<file path="src/rtl/lsp_pkg.sv">
package lsp_pkg;

    typedef enum logic [1:0] {
        ST_IDLE  = 2'd0,
        ST_PULSE = 2'd1,
        ST_WAIT  = 2'd2
    } prot_state_e;

    typedef enum logic [1:0] {
        CAUSE_NONE = 2'b00,
        CAUSE_OC   = 2'b01,
        CAUSE_SC   = 2'b10,
        CAUSE_UV   = 2'b11
    } cause_e;

    typedef struct packed {
        logic sc;
        logic oc;
        logic uv_rise;
    } trip_req_t;

    // Highest priority first: short circuit, overcurrent, undervoltage.
    function automatic cause_e pick_cause(input trip_req_t r);
        cause_e c;
        if (r.sc)
            c = CAUSE_SC;
        else if (r.oc)
            c = CAUSE_OC;
        else if (r.uv_rise)
            c = CAUSE_UV;
        else
            c = CAUSE_NONE;
        return c;
    endfunction

endpackage

</file>
<file path="src/rtl/lsp_qual_filter.sv">
module lsp_qual_filter #(
    parameter int QUAL = 400
) (
    input  logic clk,
    input  logic rst,
    input  logic flag,
    output logic qual
);
    localparam int CW = $clog2(QUAL + 1);
    localparam logic [CW-1:0] LAST = CW'(QUAL - 1);

    logic [CW-1:0] run_cnt;

    // Count consecutive high samples; any low sample restarts the run.
    always_ff @(posedge clk) begin
        if (rst)
            run_cnt <= '0;
        else if (!flag)
            run_cnt <= '0;
        else if (run_cnt != LAST)
            run_cnt <= run_cnt + 1'b1;
    end

    assign qual = flag && (run_cnt == LAST);

    AST_FILTER_RESTART: assert property (@(posedge clk) disable iff (rst)
        !flag |=> run_cnt == '0);

    AST_QUAL_NEEDS_RUN: assert property (@(posedge clk) disable iff (rst)
        qual |-> $past(flag));

endmodule

</file>
<file path="src/rtl/lsp_trip_fsm.sv">
module lsp_trip_fsm
    import lsp_pkg::*;
#(
    parameter int NPH       = 3,
    parameter int PULSE_LEN = 360000
) (
    input  logic           clk,
    input  logic           rst,
    input  logic           cur_trip,
    input  logic [NPH-1:0] ls_cmd,
    output prot_state_e    state,
    output logic           enter_pulse
);
    localparam int PW = $clog2(PULSE_LEN + 1);
    localparam logic [PW-1:0] PLAST = PW'(PULSE_LEN - 1);

    prot_state_e   nxt;
    logic [PW-1:0] pcnt;
    logic          all_off;

    assign all_off     = (ls_cmd == '0);
    // A new pulse starts only outside an active pulse.
    assign enter_pulse = cur_trip && (state != ST_PULSE);

    always_comb begin
        nxt = state;
        case (state)
            ST_IDLE:  if (cur_trip) nxt = ST_PULSE;
            ST_PULSE: if (pcnt == PLAST) nxt = ST_WAIT;
            ST_WAIT: begin
                if (cur_trip)
                    nxt = ST_PULSE;
                else if (all_off)
                    nxt = ST_IDLE;
            end
            default:  nxt = ST_IDLE;
        endcase
    end

    always_ff @(posedge clk) begin
        if (rst) begin
            state <= ST_IDLE;
            pcnt  <= '0;
        end else begin
            state <= nxt;
            if (enter_pulse)
                pcnt <= '0;
            else if (state == ST_PULSE && pcnt != PLAST)
                pcnt <= pcnt + 1'b1;
        end
    end

    AST_PULSE_STEADY: assert property (@(posedge clk) disable iff (rst)
        (state == ST_PULSE && pcnt != PLAST) |=>
            (state == ST_PULSE && (pcnt - $past(pcnt)) == PW'(1)));

    AST_PULSE_ENDS: assert property (@(posedge clk) disable iff (rst)
        (state == ST_PULSE && pcnt == PLAST) |=> state == ST_WAIT);

    AST_HOLD_UNTIL_OFF: assert property (@(posedge clk) disable iff (rst)
        (state == ST_WAIT && !all_off && !cur_trip) |=> state == ST_WAIT);

endmodule

</file>
<file path="src/rtl/lsp_event_log.sv">
module lsp_event_log
    import lsp_pkg::*;
(
    input  logic   clk,
    input  logic   rst,
    input  logic   sc_q,
    input  logic   oc_q,
    input  logic   enter_pulse,
    input  logic   uv_flag,
    output logic   trip_evt,
    output cause_e cause
);
    logic      uv_prev;
    trip_req_t req;

    always_comb begin
        req.sc      = sc_q && enter_pulse;
        req.oc      = oc_q && enter_pulse;
        req.uv_rise = uv_flag && !uv_prev;
    end

    always_ff @(posedge clk) begin
        if (rst) begin
            uv_prev  <= 1'b0;
            trip_evt <= 1'b0;
            cause    <= CAUSE_NONE;
        end else begin
            uv_prev <= uv_flag;
            if (req != '0) begin
                trip_evt <= 1'b1;
                cause    <= pick_cause(req);
            end else begin
                trip_evt <= 1'b0;
            end
        end
    end

    AST_EVT_HAS_CAUSE: assert property (@(posedge clk) disable iff (rst)
        trip_evt |-> cause != CAUSE_NONE);

    AST_SC_WINS: assert property (@(posedge clk) disable iff (rst)
        (sc_q && enter_pulse) |=> (trip_evt && cause == CAUSE_SC));

endmodule

</file>
<file path="src/rtl/lsp_gate_mask.sv">
module lsp_gate_mask #(
    parameter int NPH = 3
) (
    input  logic [NPH-1:0] hs_cmd,
    input  logic [NPH-1:0] ls_cmd,
    input  logic           block,
    output logic [NPH-1:0] hs_gate,
    output logic [NPH-1:0] ls_gate
);
    for (genvar i = 0; i < NPH; i++) begin : g_phase
        assign hs_gate[i] = hs_cmd[i];
        assign ls_gate[i] = ls_cmd[i] & ~block;
    end
endmodule

</file>
<file path="src/rtl/lsp_fault_ctrl.sv">
module lsp_fault_ctrl
    import lsp_pkg::*;
#(
    parameter int NPH       = 3,
    parameter int SC_QUAL   = 400,
    parameter int OC_QUAL   = 2000,
    parameter int PULSE_LEN = 360000
) (
    input  logic           clk,
    input  logic           rst,
    input  logic           sc_flag,
    input  logic           oc_flag,
    input  logic           uv_flag,
    input  logic [NPH-1:0] hs_cmd,
    input  logic [NPH-1:0] ls_cmd,
    output logic [NPH-1:0] hs_gate,
    output logic [NPH-1:0] ls_gate,
    output logic           fault_n,
    output logic           trip_evt,
    output logic [1:0]     trip_cause
);
    logic        sc_q;
    logic        oc_q;
    logic        enter_pulse;
    logic        block;
    prot_state_e state;
    cause_e      cause;

    lsp_qual_filter #(.QUAL(SC_QUAL)) u_sc_filt (
        .clk  (clk),
        .rst  (rst),
        .flag (sc_flag),
        .qual (sc_q)
    );

    lsp_qual_filter #(.QUAL(OC_QUAL)) u_oc_filt (
        .clk  (clk),
        .rst  (rst),
        .flag (oc_flag),
        .qual (oc_q)
    );

    lsp_trip_fsm #(.NPH(NPH), .PULSE_LEN(PULSE_LEN)) u_fsm (
        .clk         (clk),
        .rst         (rst),
        .cur_trip    (sc_q | oc_q),
        .ls_cmd      (ls_cmd),
        .state       (state),
        .enter_pulse (enter_pulse)
    );

    lsp_event_log u_log (
        .clk         (clk),
        .rst         (rst),
        .sc_q        (sc_q),
        .oc_q        (oc_q),
        .enter_pulse (enter_pulse),
        .uv_flag     (uv_flag),
        .trip_evt    (trip_evt),
        .cause       (cause)
    );

    assign block      = (state != ST_IDLE) || uv_flag;
    assign fault_n    = !((state == ST_PULSE) || uv_flag);
    assign trip_cause = cause;

    lsp_gate_mask #(.NPH(NPH)) u_mask (
        .hs_cmd  (hs_cmd),
        .ls_cmd  (ls_cmd),
        .block   (block),
        .hs_gate (hs_gate),
        .ls_gate (ls_gate)
    );

    AST_FAULT_BLOCKS_LS: assert property (@(posedge clk) disable iff (rst)
        !fault_n |-> ls_gate == '0);

    AST_UV_HOLDS: assert property (@(posedge clk) disable iff (rst)
        uv_flag |-> (!fault_n && ls_gate == '0));

    AST_HS_THROUGH: assert property (@(posedge clk) disable iff (rst)
        hs_gate == hs_cmd);

    AST_TRIP_MASKS: assert property (@(posedge clk) disable iff (rst)
        enter_pulse |=> (!fault_n && ls_gate == '0));

endmodule

</file>
<file path="config.mk">
export PLATFORM = sky130hd
export DESIGN_NAME = lsp_fault_ctrl
export DESIGN_NICKNAME = d
export VERILOG_FILES = /design/src/rtl/lsp_pkg.sv /design/src/rtl/lsp_qual_filter.sv /design/src/rtl/lsp_trip_fsm.sv /design/src/rtl/lsp_event_log.sv /design/src/rtl/lsp_gate_mask.sv /design/src/rtl/lsp_fault_ctrl.sv
export SDC_FILE = /design/constraint.sdc
export NUM_CORES = 1
export LEC_CHECK = 0
export BUFFER_PORTS_ARGS = -buffer_cell sky130_fd_sc_hd__buf_2
export CAP_MARGIN = 20
export CORE_MARGIN = 10
export CORE_UTILIZATION = 40
export CTS_CLUSTER_DIAMETER = 40
export DETAILED_ROUTE_END_ITERATION = 16
export HOLD_SLACK_MARGIN = 0.15
export PLACE_DENSITY_LB_ADDON = 0.25
export SLEW_MARGIN = 20
export SYNTH_ARGS = -nofsm -noshare
export SYNTH_HDL_FRONTEND = slang
export SYNTH_SLANG_ARGS = --single-unit
</file>
<file path="constraint.sdc">
create_clock -name clk -period 2.23 [get_ports clk]
set_clock_uncertainty 0.1 [all_clocks]
set_input_delay 0.3345 -clock clk [delete_from_list [all_inputs] [get_ports clk]]
set_output_delay 0.3345 -clock clk [all_outputs]
set_load 0.02 [all_outputs]
</file>
[Yosys cells after proc, flatten, opt, wreduce, memory -nomap -nowiden]
Cells that the tools add are included.
Storage, ports and cells
  bits of input ports: 11
  word-level logic and storage cells: 57
  register bits after elaboration: 45
Cells by class
  mux-type cells: 9
  equality and inequality tests: 12
  bitwise logic cells: 7
  add/sub/neg operators: 3
  reductions and logical operators: 19
Operators by type and width (count)
  $add 19x1->19 const B: 1
  $eq 19x19->1 const B: 1
  $ne 19x19->1 const B: 1
  $mux 2: 7
  $add 11x1->11 const B: 1
  $eq 11x11->1 const B: 1
  $ne 11x11->1 const B: 1
  $add 9x1->9 const B: 1
  $eq 9x9->1 const B: 1
  $ne 9x9->1 const B: 1
  $logic_and 1x1->1: 7
  $ne 2x1->1 const B: 3
  $pmux 2 s3: 1
  $reduce_or 2->1: 3
  $and 1x1->1: 3
  $logic_not 3->1: 1
  $ne 3x1->1 const B: 1
  $not 1->1: 3
  $reduce_and 3->1: 1
  $reduce_bool 3->1: 1
  $eq 2x1->1 const B: 1
  $eq 2x2->1 const B: 1
  $logic_not 1->1: 2
  $logic_not 2->1: 1
  4 further kinds: 5

[Logic depth before layout (Yosys ltp)]
  word-level depth: 7
  mapped depth: 6

[Cells and area by module]
Synthesis repeated with hierarchy kept, for this count alone.
Unflattened totals
  cells, all modules: 262
  area, all modules: 2354.8 um^2
Modules (own cells, without submodules)
  lsp_trip_fsm: sequential area each 420.4 um^2, times used 1, area each 1117.3 um^2, cells an instance 126
  lsp_qual_filter at u_oc_filt: sequential area each 220.2 um^2, times used 1, area each 560.5 um^2, cells an instance 61
  lsp_qual_filter at u_sc_filt: sequential area each 180.2 um^2, times used 1, area each 466.7 um^2, cells an instance 51
  lsp_event_log: sequential area each 80.1 um^2, times used 1, area each 147.6 um^2, cells an instance 14
  lsp_gate_mask: sequential area each 0.0 um^2, times used 1, area each 41.3 um^2, cells an instance 6
  lsp_fault_ctrl: sequential area each 0.0 um^2, times used 1, area each 21.3 um^2, cells an instance 4

[Worst setup path before layout]
Ideal clock, no wire load.
  kind: reg2reg
  from: register u_sc_filt.run_cnt[0]
  to: register u_fsm.pcnt[17]
  slack: 0.551 ns
  arrival: 1.457 ns
  stages on the path, launching flop included: 7
  buffers on the path: 1
  data required time: 2.008 ns
  setup time: 0.122 ns
  period minus slack after synthesis: 1.679 ns
  cell sequence: dfxtp_1 ha_1 and4b_1 nand4_2 o211ai_4 buf_6 a21oi_1
On the way
  longest elaborated chain between the ends: 5
RTL lines
  start, declared: line lsp_qual_filter.sv:12  | logic [CW-1:0] run_cnt;
  start signal, assigned: line lsp_qual_filter.sv:21  | run_cnt <= run_cnt + 1'b1;
  $eq 9x9->1: line lsp_qual_filter.sv:24  | assign qual = flag && (run_cnt == LAST);
  $logic_and 1x1->1: line lsp_qual_filter.sv:24
  $or 1x1->1: line lsp_fault_ctrl.sv:46  | .cur_trip (sc_q | oc_q),
  $logic_and 1x1->1: line lsp_trip_fsm.sv:23  | assign enter_pulse = cur_trip && (state != ST_PULSE);
  $reduce_or 2->1 (no source line)
  end signal, assigned: line lsp_trip_fsm.sv:49  | pcnt <= pcnt + 1'b1;
  end, declared: line lsp_trip_fsm.sv:18  | logic [PW-1:0] pcnt;
No other way between the ends.
A chain may end at the register's enable or synchronous reset.

[Final worst setup path]
  from: register u_oc_filt.run_cnt[0]
  to: register u_fsm.pcnt[8]
On the way
  longest elaborated chain between the ends: 5
RTL lines (line)
  start, declared: lsp_qual_filter.sv:12
  start signal, assigned: lsp_qual_filter.sv:21
  $eq 11x11->1: lsp_qual_filter.sv:24
  $logic_and 1x1->1: lsp_qual_filter.sv:24
  $or 1x1->1: lsp_fault_ctrl.sv:46
  $logic_and 1x1->1: lsp_trip_fsm.sv:23
  $reduce_or 2->1 (no source line)
No other way between the ends.

==> summary.md <==
| Metric | Value |
|---|---|
| Worst slack, placed | 336 ps |
| First-pass GRT wire length | 7780 microns |
| Mapped Area | 0.00226 sq mm |
| Residual DRC | 0 |
| Slew margin rel. | 0.662 |
| Antenna diode count | 0 |
| Commonest non-fill, non-tap cell in the layout | dfxtp_1 |
| Core Region | 0.00551 sq mm |
| Critical path buffer and inverter count | 0 |
| R2R cell count | 5 |
| Post-synth top area share | 0.399 |
| Port Buf Inserts | 14 |
| First-pass DRT Iterations | 4 |
| Setup slack after layout | 364 ps |
| Biggest area consumer among synthesized cells | dfxtp_1 |
| TNS Setup | 0 ps |
| Status | finished, final reports clean |
| Initial DRC Count | 92 |
| Vias in the first global route | 1716 |
| Initial antenna violation count | 0 |
| CP cell instances | ha_1, and4b_4, nand4_4, o211ai_4, nor2_1 |
| H-tree depth | 2 |
| Synth Register Bits | 45 |
| Die height | 95.1 microns |
| Seq/Total Area, Yosys | 0.399 |
| Finished Layout Cells | 342 |
| Placed Instances | 336 |
| GRT Total Usage | 0.103 |
| End of the worst hold path | u_log.uv_prev |
| CP Depth | 5 |
| Max-slew violations | 0 |
| R2r startpoint | u_oc_filt.run_cnt[0] |
| Synth area leaders | dfxtp_1 40%, a21oi_1 5.5%, or3_1 3.6% |
| Reg2reg setup slack | 360 ps |
| Final hold viol count | 0 |
| CTS tree | built |
| Critical path peak fanout | 16 |
| RSZ-0062 raised after global routing | no |
| Most frequent cells in the layout | 45 x dfxtp_1, 25 x a21oi_1, 20 x nor2_1 |
| Worst EP arrival | 1930 ps |
| Clk_lat worst skew | 290 ps |
| DIE WIDTH | 95.1 microns |
| Yosys cell types | 48 |
| Final setup violation count | 0 |
| Avg WL per Cell | 13.6 microns |
| WHS Path Cells | 2 |
| Max VDD drop | 0.277 mV |
| GRT overflow | 0 |
| Power density cells | 555 mW/mm^2 |
| Worst EP required | 2300 ps |
| Clk buf depth | 2 |
| Initial Util | 0.410 |
| Maximum clock frequency | 0.536 GHz |
| Leak pwr | 0.880 nW |
| CTS Sinks | 45 |
| Std-Cell Rows | 27 |
| Critical R2R Capture | u_fsm.pcnt[8] |
| Top Family by Delay on Critical Path | simple AND/OR/NAND/NOR gates |
| Fin nets | 285 |
| Final ANT Viol Nets | 0 |
| Hold-fix buffers at CTS | 0 |
| Async SR Flop Fraction | 0 |
| Crit-path max cell delay | 490 ps |
| CP max stage cell | o211ai_4 |
| EDFF count, synth | 0 |
| Cells after Synth | 258 |
| Mapped Nets | 272 |
| PostCTS Resize Cnt | 0 |
| Worst Hold Class | input port to flop |
| Min-delay src | uv_flag |
| Startpoint Class | flop |
| Max-Cap Viols | 0 |
| Syn avg cell area | 8.74 sq um |
| Postcts setup bufs | 0 |
| Crit path kind | flop to flop |
| Pin count of the biggest net entering global routing | 17 |
| Avg Vias per Cell | 5.54 |
| Area Overhead vs Synth | 7.99% |
| RePlAce Congestion | 0.767 |
| Die area | 0.00904 sq mm |
| Final WL | 4650 microns |
| HPWL after detailed placement | 3360 microns |
| IO Count | 21 |
| CTS Buf Count | 5 |
| Min Tclk post-route | 1870 ps |
| Tightest Pin Transition | 505 ps |
| Final core area utilization | 0.442 |
| Total of warnings raised by yosys | 0 |
| Pwr Total | 1.35 mW |
| CP Capture Type | flop |
| Share of cells above drive strength 1 | 0.130 |
| Root Buffer | clkbuf_8 |
| Via count | 1895 |
| Top_reg_cell synth | dfxtp_1 |
| Ratio of final minimum period to clock period | 0.837 |
| Worst-path clk slew | 80 ps |
-- logic make-up (layout without fill, tap and decap cells) --
kind of cell               after synthesis  after routing  synth area share
and+or+nand+nor                        115            115             0.307
AOI/OAI and AO/OA                       60             60             0.165
DFF                                     45             45             0.399
buffers and inverters                   18             30            0.0438
xor gates and xnor gates                13             13            0.0505
muxes                                    4              4            0.0177
adders and majority gates                3              3            0.0166
-- layout make-up --
class,count,area (sq um)
multi-input cells,195,1260
inverters,8,30.0
well taps,72,90.1
flip-flops and latches,45,901
clock buffers,5,68.8
clock inverters,1,5.00
repair buffers,16,85.1
fillers,530,3070
-- stage by stage --
stage | hold WS (ps) | instance area (sq um)
after CTS | 195 | 2440
final | 200 | 2440
after detailed placement | 343 | 2360
after global placement | 336 | 2360
after floorplan | 358 | 2260
after global routing | 229 | 2440
-- metal layers --
| metal | up-vias | wire [microns] | GRT usage |
|---|---|---|---|
| met2 | 22 | 2280 | 0.177 |
| met4 | 0 | 31 | 0.0262 |
| met1 | 903 | 2200 | 0.125 |
| li1 | 968 | - | - |
| met5 | - | 0 | 0 |
| met3 | 2 | 139 | 0.0267 |
-- how the worst max path moves through the flow --
| stage | from | endpoint | slack, ps |
|---|---|---|---|
| CTS | u_oc_filt.run_cnt[0] | u_fsm.pcnt[8] | 340 |
| global route | u_oc_filt.run_cnt[0] | u_fsm.pcnt[4] | 220 |
| detailed placement | u_oc_filt.run_cnt[0] | u_fsm.pcnt[8] | 340 |
| finish | u_oc_filt.run_cnt[0] | u_fsm.pcnt[8] | 360 |
| floorplan | u_sc_filt.run_cnt[0] | u_fsm.pcnt[17] | 550 |
| global placement | u_oc_filt.run_cnt[0] | u_fsm.pcnt[10] | 370 |
-- power breakdown --
| group | total, mW | switching [mW] | leakage, nW | internal, mW |
|---|---|---|---|---|
| Combinational | 0.0659 | 0.0427 | 0.476 | 0.0232 |
| Clock | 0.469 | 0.262 | 0.0399 | 0.207 |
| Sequential | 0.817 | 0.00575 | 0.364 | 0.811 |
| Total | 1.35 | 0.311 | 0.880 | 1.04 |
-- worst reg2reg max path: stages (launching register included) --
cell	delay, ps
dfxtp_1	390
ha_1	230
and4b_4	280
nand4_4	160
o211ai_4	490
nor2_1	100
-- cells in the mapped netlist (7+ instances only) --
library cell  number
or3_1             13
nand3_1           14
xnor2_1            9
nor2_1            20
nor3_1             8
dfxtp_1           45
inv_1              8
o21ai_0           13
nand4_1            7
nand2_1           19
a21oi_1           25
-- flip-flops by register name, summed over array words and instances (netlist names) --
name               count
u_fsm.pcnt            19
u_log.cause            2
u_fsm.state            2
u_log.uv_prev          1
u_log.trip_evt         1
u_sc_filt.run_cnt      9
u_oc_filt.run_cnt     11
(Power assumes the default switching activity.)
